[config.mk]
export PLATFORM = sky130hd
export DESIGN_NAME = alert_monitor
export DESIGN_NICKNAME = d
export VERILOG_FILES = /design/src/rtl/am_pkg.sv /design/src/rtl/am_mark_array.sv /design/src/rtl/am_event_arb.sv /design/src/rtl/am_alert_regs.sv /design/src/rtl/alert_monitor.sv
export SDC_FILE = /design/constraint.sdc
export NUM_CORES = 1
export LEC_CHECK = 0
export CORE_MARGIN = 4
export CORE_UTILIZATION = 47
export DETAILED_ROUTE_END_ITERATION = 10
export MAX_ROUTING_LAYER = met4
export PLACE_DENSITY = 0.81
export SYNTH_ARGS = -nofsm -noshare
export SYNTH_HDL_FRONTEND = slang
export SYNTH_SLANG_ARGS = --single-unit
[constraint.sdc]
create_clock -name clk -period 3.77 [get_ports clk]
set_input_delay 0.5655 -clock clk [delete_from_list [all_inputs] [get_ports clk]]
set_output_delay 0.5655 -clock clk [all_outputs]
set_load 0.05 [all_outputs]
[src/rtl/am_pkg.sv]
package am_pkg;
  typedef enum logic [2:0] {
    OP_SET_HND  = 3'd0,
    OP_CLR_HND  = 3'd1,
    OP_ALOAD    = 3'd2,
    OP_RELEASE  = 3'd3,
    OP_REL_ALL  = 3'd4,
    OP_SET_KVEC = 3'd5
  } am_op_e;

  typedef enum logic [1:0] {
    CAUSE_NONE  = 2'd0,
    CAUSE_WRITE = 2'd1,
    CAUSE_LOST  = 2'd2,
    CAUSE_EVICT = 2'd3
  } am_cause_e;
endpackage

[src/rtl/am_mark_array.sv]
module am_mark_array #(
  parameter int NUM_LINES = 8,
  parameter int IDX_W     = 3,
  parameter int TAG_W     = 9
) (
  input  logic             clk,
  input  logic             rst_n,
  input  logic             flash_clr,
  input  logic             set_en,
  input  logic [IDX_W-1:0] set_idx,
  input  logic [TAG_W-1:0] set_tag,
  input  logic             rel_en,
  input  logic [IDX_W-1:0] rel_idx,
  input  logic [TAG_W-1:0] rel_tag,
  input  logic             a_vld,
  input  logic [IDX_W-1:0] a_idx,
  input  logic [TAG_W-1:0] a_tag,
  output logic             a_hit,
  input  logic             b_vld,
  input  logic [IDX_W-1:0] b_idx,
  input  logic [TAG_W-1:0] b_tag,
  output logic             b_hit,
  output logic             c_conf,
  output logic [TAG_W-1:0] c_old_tag
);
  logic             mark_q [NUM_LINES];
  logic [TAG_W-1:0] tag_q  [NUM_LINES];
  logic [NUM_LINES-1:0] mark_vec;

  assign a_hit     = a_vld && mark_q[a_idx] && (tag_q[a_idx] == a_tag);
  assign b_hit     = b_vld && mark_q[b_idx] && (tag_q[b_idx] == b_tag);
  assign c_conf    = set_en && mark_q[set_idx] && (tag_q[set_idx] != set_tag);
  assign c_old_tag = tag_q[set_idx];

  for (genvar i = 0; i < NUM_LINES; i++) begin : g_line
    logic drop;
    assign drop = (a_hit && (a_idx == IDX_W'(i))) ||
                  (b_hit && (b_idx == IDX_W'(i))) ||
                  (rel_en && (rel_idx == IDX_W'(i)) && (tag_q[i] == rel_tag));
    assign mark_vec[i] = mark_q[i];

    always_ff @(posedge clk or negedge rst_n) begin
      if (!rst_n) begin
        mark_q[i] <= 1'b0;
        tag_q[i]  <= '0;
      end else if (flash_clr) begin
        mark_q[i] <= 1'b0;
      end else if (set_en && (set_idx == IDX_W'(i))) begin
        mark_q[i] <= 1'b1;
        tag_q[i]  <= set_tag;
      end else if (drop) begin
        mark_q[i] <= 1'b0;
      end
    end
  end

  AST_MARK_SET: assert property (@(posedge clk) disable iff (!rst_n)
    (set_en && !flash_clr) |=> mark_vec[$past(set_idx)]);
  AST_FLASH_CLEAR: assert property (@(posedge clk) disable iff (!rst_n)
    flash_clr |=> (mark_vec == '0));
endmodule

[src/rtl/am_event_arb.sv]
module am_event_arb
  import am_pkg::*;
#(
  parameter int ADDR_W = 12
) (
  input  logic              s_hit,
  input  logic [ADDR_W-1:0] s_addr,
  input  logic              e_hit,
  input  logic [ADDR_W-1:0] e_addr,
  input  logic              c_hit,
  input  logic [ADDR_W-1:0] c_addr,
  output logic              evt,
  output logic              evt_multi,
  output logic [ADDR_W-1:0] evt_addr,
  output am_cause_e         evt_cause
);
  logic [1:0] n_evt;

  assign n_evt     = 2'(s_hit) + 2'(e_hit) + 2'(c_hit);
  assign evt       = n_evt != 2'd0;
  assign evt_multi = n_evt > 2'd1;

  always_comb begin
    evt_addr  = c_addr;
    evt_cause = CAUSE_EVICT;
    if (s_hit) begin
      evt_addr  = s_addr;
      evt_cause = CAUSE_WRITE;
    end else if (e_hit) begin
      evt_addr  = e_addr;
    end
  end
endmodule

[src/rtl/am_alert_regs.sv]
module am_alert_regs
  import am_pkg::*;
#(
  parameter int ADDR_W = 12,
  parameter int PC_W   = 16
) (
  input  logic              clk,
  input  logic              rst_n,
  input  logic              set_hnd,
  input  logic              clr_hnd,
  input  logic              set_kvec,
  input  logic [PC_W-1:0]   vec_in,
  input  logic              evt,
  input  logic              evt_multi,
  input  logic [ADDR_W-1:0] evt_addr,
  input  am_cause_e         evt_cause,
  input  logic              kmode,
  input  logic [PC_W-1:0]   cur_pc,
  input  logic              ack,
  output logic              alert_o,
  output logic              pending,
  output logic [ADDR_W-1:0] addr_o,
  output am_cause_e         cause_o,
  output logic [PC_W-1:0]   target_o,
  output logic [PC_W-1:0]   handler_o,
  output logic [PC_W-1:0]   kvec_o,
  output logic [PC_W-1:0]   old_pc_o
);
  logic [PC_W-1:0] sel_vec;
  logic            pend_eff;
  logic            raise;

  assign sel_vec  = kmode ? kvec_o : handler_o;
  assign pend_eff = pending && !ack;
  assign raise    = evt && !pend_eff && (sel_vec != '0);

  always_ff @(posedge clk or negedge rst_n) begin
    if (!rst_n) begin
      alert_o   <= 1'b0;
      pending   <= 1'b0;
      addr_o    <= '0;
      cause_o   <= CAUSE_NONE;
      target_o  <= '0;
      old_pc_o  <= '0;
      handler_o <= '0;
      kvec_o    <= '0;
    end else begin
      alert_o <= raise;
      pending <= pend_eff || raise;
      if (raise) begin
        addr_o   <= evt_addr;
        cause_o  <= evt_multi ? CAUSE_LOST : evt_cause;
        target_o <= sel_vec;
        old_pc_o <= cur_pc;
      end else if (evt && pend_eff) begin
        cause_o <= CAUSE_LOST;
      end
      if (set_hnd)      handler_o <= vec_in;
      else if (clr_hnd) handler_o <= '0;
      if (set_kvec)     kvec_o    <= vec_in;
    end
  end

  AST_STROBE_PENDING: assert property (@(posedge clk) disable iff (!rst_n)
    alert_o |-> pending);
  AST_LOST_KEEPS_ADDR: assert property (@(posedge clk) disable iff (!rst_n)
    (evt && pending && !ack) |=> (!alert_o && $stable(addr_o) && cause_o == CAUSE_LOST));
  AST_NO_VECTOR_DROP: assert property (@(posedge clk) disable iff (!rst_n)
    (evt && !kmode && handler_o == '0) |=> !alert_o);
  AST_HANDLER_ZERO: assert property (@(posedge clk) disable iff (!rst_n)
    (clr_hnd && !set_hnd) |=> (handler_o == '0));
endmodule

[src/rtl/alert_monitor.sv]
module alert_monitor
  import am_pkg::*;
#(
  parameter int NUM_LINES = 8,
  parameter int ADDR_W    = 12,
  parameter int PC_W      = 16,
  parameter int WORD_W    = 32
) (
  input  logic              clk,
  input  logic              rst_n,
  input  logic              cmd_valid,
  output logic              cmd_ready,
  input  logic [2:0]        cmd_op,
  input  logic [ADDR_W-1:0] cmd_addr,
  input  logic [PC_W-1:0]   cmd_pc,
  input  logic [WORD_W-1:0] ld_word,
  output logic              rsp_valid,
  input  logic              rsp_ready,
  output logic [WORD_W-1:0] rsp_word,
  input  logic              snp_valid,
  input  logic [ADDR_W-1:0] snp_addr,
  input  logic              ev_valid,
  input  logic [ADDR_W-1:0] ev_addr,
  input  logic              kmode,
  input  logic [PC_W-1:0]   cur_pc,
  input  logic              alert_ack,
  output logic              alert_o,
  output logic              alert_pending,
  output logic [ADDR_W-1:0] alert_addr,
  output logic [1:0]        alert_cause,
  output logic [PC_W-1:0]   alert_target,
  output logic [PC_W-1:0]   handler_pc,
  output logic [PC_W-1:0]   kernel_vec,
  output logic [PC_W-1:0]   old_pc
);
  localparam int IDX_W = $clog2(NUM_LINES);
  localparam int TAG_W = ADDR_W - IDX_W;

  am_op_e    op;
  logic      acc;
  logic      do_aload, do_rel, do_flash, do_seth, do_clrh, do_setk;
  logic      s_hit, e_hit, c_conf;
  logic [TAG_W-1:0]  c_old_tag;
  logic              evt, evt_multi;
  logic [ADDR_W-1:0] evt_addr;
  am_cause_e         evt_cause;
  am_cause_e         cause_q;

  assign op        = am_op_e'(cmd_op);
  assign cmd_ready = !rsp_valid || rsp_ready;
  assign acc       = cmd_valid && cmd_ready;
  assign do_aload  = acc && (op == OP_ALOAD);
  assign do_rel    = acc && (op == OP_RELEASE);
  assign do_seth   = acc && (op == OP_SET_HND);
  assign do_clrh   = acc && (op == OP_CLR_HND);
  assign do_setk   = acc && (op == OP_SET_KVEC);
  assign do_flash  = do_clrh || (acc && (op == OP_REL_ALL));

  always_ff @(posedge clk or negedge rst_n) begin
    if (!rst_n) begin
      rsp_valid <= 1'b0;
      rsp_word  <= '0;
    end else if (do_aload) begin
      rsp_valid <= 1'b1;
      rsp_word  <= ld_word;
    end else if (rsp_ready) begin
      rsp_valid <= 1'b0;
    end
  end

  am_mark_array #(.NUM_LINES(NUM_LINES), .IDX_W(IDX_W), .TAG_W(TAG_W)) i_marks (
    .clk       (clk),
    .rst_n     (rst_n),
    .flash_clr (do_flash),
    .set_en    (do_aload),
    .set_idx   (cmd_addr[IDX_W-1:0]),
    .set_tag   (cmd_addr[ADDR_W-1:IDX_W]),
    .rel_en    (do_rel),
    .rel_idx   (cmd_addr[IDX_W-1:0]),
    .rel_tag   (cmd_addr[ADDR_W-1:IDX_W]),
    .a_vld     (snp_valid),
    .a_idx     (snp_addr[IDX_W-1:0]),
    .a_tag     (snp_addr[ADDR_W-1:IDX_W]),
    .a_hit     (s_hit),
    .b_vld     (ev_valid),
    .b_idx     (ev_addr[IDX_W-1:0]),
    .b_tag     (ev_addr[ADDR_W-1:IDX_W]),
    .b_hit     (e_hit),
    .c_conf    (c_conf),
    .c_old_tag (c_old_tag)
  );

  am_event_arb #(.ADDR_W(ADDR_W)) i_arb (
    .s_hit     (s_hit),
    .s_addr    (snp_addr),
    .e_hit     (e_hit),
    .e_addr    (ev_addr),
    .c_hit     (c_conf),
    .c_addr    ({c_old_tag, cmd_addr[IDX_W-1:0]}),
    .evt       (evt),
    .evt_multi (evt_multi),
    .evt_addr  (evt_addr),
    .evt_cause (evt_cause)
  );

  am_alert_regs #(.ADDR_W(ADDR_W), .PC_W(PC_W)) i_regs (
    .clk       (clk),
    .rst_n     (rst_n),
    .set_hnd   (do_seth),
    .clr_hnd   (do_clrh),
    .set_kvec  (do_setk),
    .vec_in    (cmd_pc),
    .evt       (evt),
    .evt_multi (evt_multi),
    .evt_addr  (evt_addr),
    .evt_cause (evt_cause),
    .kmode     (kmode),
    .cur_pc    (cur_pc),
    .ack       (alert_ack),
    .alert_o   (alert_o),
    .pending   (alert_pending),
    .addr_o    (alert_addr),
    .cause_o   (cause_q),
    .target_o  (alert_target),
    .handler_o (handler_pc),
    .kvec_o    (kernel_vec),
    .old_pc_o  (old_pc)
  );

  assign alert_cause = cause_q;

  AST_RSP_HOLD: assert property (@(posedge clk) disable iff (!rst_n)
    (rsp_valid && !rsp_ready) |=> (rsp_valid && $stable(rsp_word)));
  AST_STALL_CMD: assert property (@(posedge clk) disable iff (!rst_n)
    (rsp_valid && !rsp_ready) |-> !cmd_ready);
endmodule

==> impl_results.md <==
* Largest net degree at the start of global routing at 106
* Post-synthesis cell count at 1,011
* Effective utilization at floorplan at 48.29%
* CTS Root Cell: clkbuf_16
* Number of synthesized flops with an enable pin at 0
* Initial antenna violation count at 0
* Ys flop type: dfrtp_1
* Outcome: finished with violations
* WL per Instance at 23.62 um
* Arr. time, crit path at 4.14 ns
* Slew headroom at 37.63%
* Period utilisation layout at 101.0%
* Fillers at 1,596
* Detailed Route WL at 40,670 um
* Max Fclk at 262.7 MHz
* Final Non-Filler Cells at 1,722
* Mapped Nets at 1,123
* I/O Buffers at 224
* Average size of a mapped cell at 10.95 um^2
* Final net count at 1,508
* Tot GR Track Use at 30.90%
* Fin crit period at 3.807 ns
* Worst Skew at 0.01639 ns
* Hpwl dp at 29,420 um
* Final Hold Fails at 0
* Post-route cell area at 0.01626 mm^2
* Synth warn at 0
* Pre-antenna DRT Iters at 5
* Worst-path maximum fanout at 6
* Critical Path, Cell by Cell: buf_12, buf_12, buf_4, mux4_2, mux2i_2, xnor2_1, nor4_2, buf_4, nor3_4, fa_2, nor2_4, or3_4, buf_12, clkinv_8, mux2_2
* Worst vdd ir at 0.0002673 V
* Slew @ Worst Pin at 0.9356 ns
* I/O Pins at 225
* Clock-pin transition on the worst setup and hold timing paths at 0.08 ns
* Clock Tree Buf Depth at 2
* LEAKAGE at 7.327 nW
* Final Max Slew Viols at 0
* Layout cell share with drive strength beyond 1 at 31.87%
* CTS sink cnt at 193
* DIE AREA at 0.02607 mm^2
* Placed Cells at 1,659
* Die Width at 161.5 um
* Finished Core Util at 70.94%
* Max-cap violation count at 0
* Seq/Total Area, Yosys at 43.64%
* Failing checks: negative setup slack
* Worst skew pair latency at 0.45 ns
* Final antenna-violating net count at 0
* Die Span Y at 161.5 um
* CP dominant cell by count: buf_12
* Routability cong. at 1.060
* Floorplan row count at 55
* Slowest stage delay, CP at 0.60 ns
* Antenna cells at 0
* TritonCTS clock tree: built
* Commonest cells after routing, fill and taps aside: clkdlybuf4s50_1, dfrtp_1, buf_4
* Library cells used by synthesis at 60
* Slowest cell on crit path: fa_2
* WP buf/inv at 6
* Post-place instance area at 0.01498 mm^2
* Commonest non-fill, non-tap cell in the layout: clkdlybuf4s50_1
* Vias in the first global route at 10,250
* Crit start category: input port
* Drt drc at 0
* Core area at 0.02292 mm^2
* Final setup fails at 15
* P&R area growth vs syn at 46.89%
* CP top delay family: multiplexers
* Vias at 10,220
* TNS Setup at -0.3018 ns
* Critical path class: in -> reg
* H-Tree Level Count at 4
* CP Data Required Time at 4.10 ns
* DRT iter0 DRCs at 1,063
* Worst setup EP type: register
* Yosys reg bits at 193
* Congestion Overflow GR at 0
* Worst Slack Setup Final at -0.03728 ns
* Post-DR vias/cell at 5.935
* Hold WC Path Type: in -> async
* CTS Buf Count at 17
* PD cells at 477.7 mW/mm^2
* Asr flop ratio synth at 100.0%
* Synthesized area at 0.01107 mm^2
* First-pass GRT wire length at 60,710 um
[cell type report]
type                       count  area [um^2]  share of cell area [%]
tap                          313        391.6                   2.409
inverter                       9        51.30                  0.3156
multi-input combinational    734         6188                   38.07
clock buffer                  17        425.4                   2.617
timing repair inverter         3        41.29                  0.2540
timing repair buffer         438         4114                   25.31
clock inverter                15        212.7                   1.308
sequential                   193         4831                   29.72
[stage by stage]
step | worst slack, ns | power (mW) | hold slack (ns)
floorplan | -0.07795 | 4.425 | 0.2699
global placement | -0.7124 | 5.652 | 0.4571
detailed placement | -0.8329 | 5.720 | 0.4613
CTS | 0.001148 | 7.670 | 0.2600
global route | -0.04782 | 8.061 | 0.2933
finish | -0.03728 | 7.765 | 0.2202
[metal layers]
metal	up-vias	GRT usage (%)	wire (um)
met5	-	-	0
met4	0	11.21	1619
met3	126	6.787	3854
met2	628	49.20	19870
met1	5065	39.17	15320
li1	4401	-	-
[synth_stat cells, drive strengths merged (8+ instances only)]
library cell | count | share of area [%]
mux2 | 108 | 11
nor2b | 10 | 0.57
nand3 | 13 | 0.59
and3 | 10 | 0.57
clkbuf | 57 | 1.9
xnor2 | 43 | 3.4
a21oi | 26 | 1.2
mux2i | 65 | 5.9
a31oi | 12 | 0.68
xor2 | 54 | 4.3
nand4 | 18 | 1.0
o21ai | 35 | 1.6
nor4 | 19 | 1.1
nor2 | 40 | 1.4
mux4 | 41 | 8.5
nand2b | 22 | 1.2
dfrtp | 193 | 44
buf | 18 | 0.89
o211ai | 13 | 0.88
a22oi | 12 | 0.81
nor3 | 9 | 0.41
nand2 | 136 | 4.6
inv | 8 | 0.27
[power breakdown]
part,internal [mW],switching (mW)
Combinational,1.32,1.85
Clock,0.969,0.951
Sequential,2.42,0.256
[repair_timing]
| item | CTS | global route |
|---|---|---|
| resized for setup | 31 | 53 |
| pin swaps | 7 | 15 |
| gates cloned | 4 | 1 |
| buffers inserted | 11 | 16 |
| hold buffers | 0 | 0 |
| endpoints found under the setup margin | 48 | 51 |
[worst reg2reg max path, delay by kind of cell (launching register included)]
kind                     cells  cell delay [ns]
multiplexers                 3             1.04
AND/OR/NAND/NOR              5             0.98
adder cells (fa/ha/maj)      1             0.60
flip-flops                   1             0.45
buffers and inverters        3             0.41
XOR/XNOR                     1             0.18
[final timing paths]
check / cells after the start / slack, ns / endpoint / start
hold / removal: 1 / 0.22 / i_marks.tag_q[43]$_DFFE_PN0P_ / rst_n
max in group asynchronous: 2 / 2.53 / i_regs.kvec_o[3]$_DFFE_PN0P_ / rst_n
min in group clk: 2 / 0.48 / rsp_word[20]$_DFFE_PN0P_ / rsp_word[20]$_DFFE_PN0P_
hold reg to reg: 2 / 0.48 / rsp_word[20]$_DFFE_PN0P_ / rsp_word[20]$_DFFE_PN0P_
setup / recovery: 15 / -0.04 / i_regs.old_pc_o[4]$_DFFE_PN0P_ / cmd_addr[0]
setup reg to reg: 13 / 0.01 / i_regs.old_pc_o[4]$_DFFE_PN0P_ / i_marks.tag_q[24]$_DFFE_PN0P_
[logic make-up after synthesis]
kind of cell             synth area share [%]
AO/OA/AOI/OAI                           7.191
XOR/XNOR                                7.677
adder cells (fa/ha/maj)                0.1809
buffers and inverters                   3.132
flip-flops                              43.64
multiplexers                            25.35
AND/OR/NAND/NOR                         12.83
[registers in the layout, summed over array words and instances, names as in the netlist]
signal and flops:
i_regs.target_o 16, rsp_valid 1, i_marks.mark_q 8, i_regs.cause_o 2
i_regs.alert_o 1, i_regs.pending 1, i_regs.addr_o 12, i_regs.handler_o 16
i_regs.old_pc_o 16, i_regs.kvec_o 16, i_marks.tag_q 72, rsp_word 32
(Power assumes the default switching activity.)
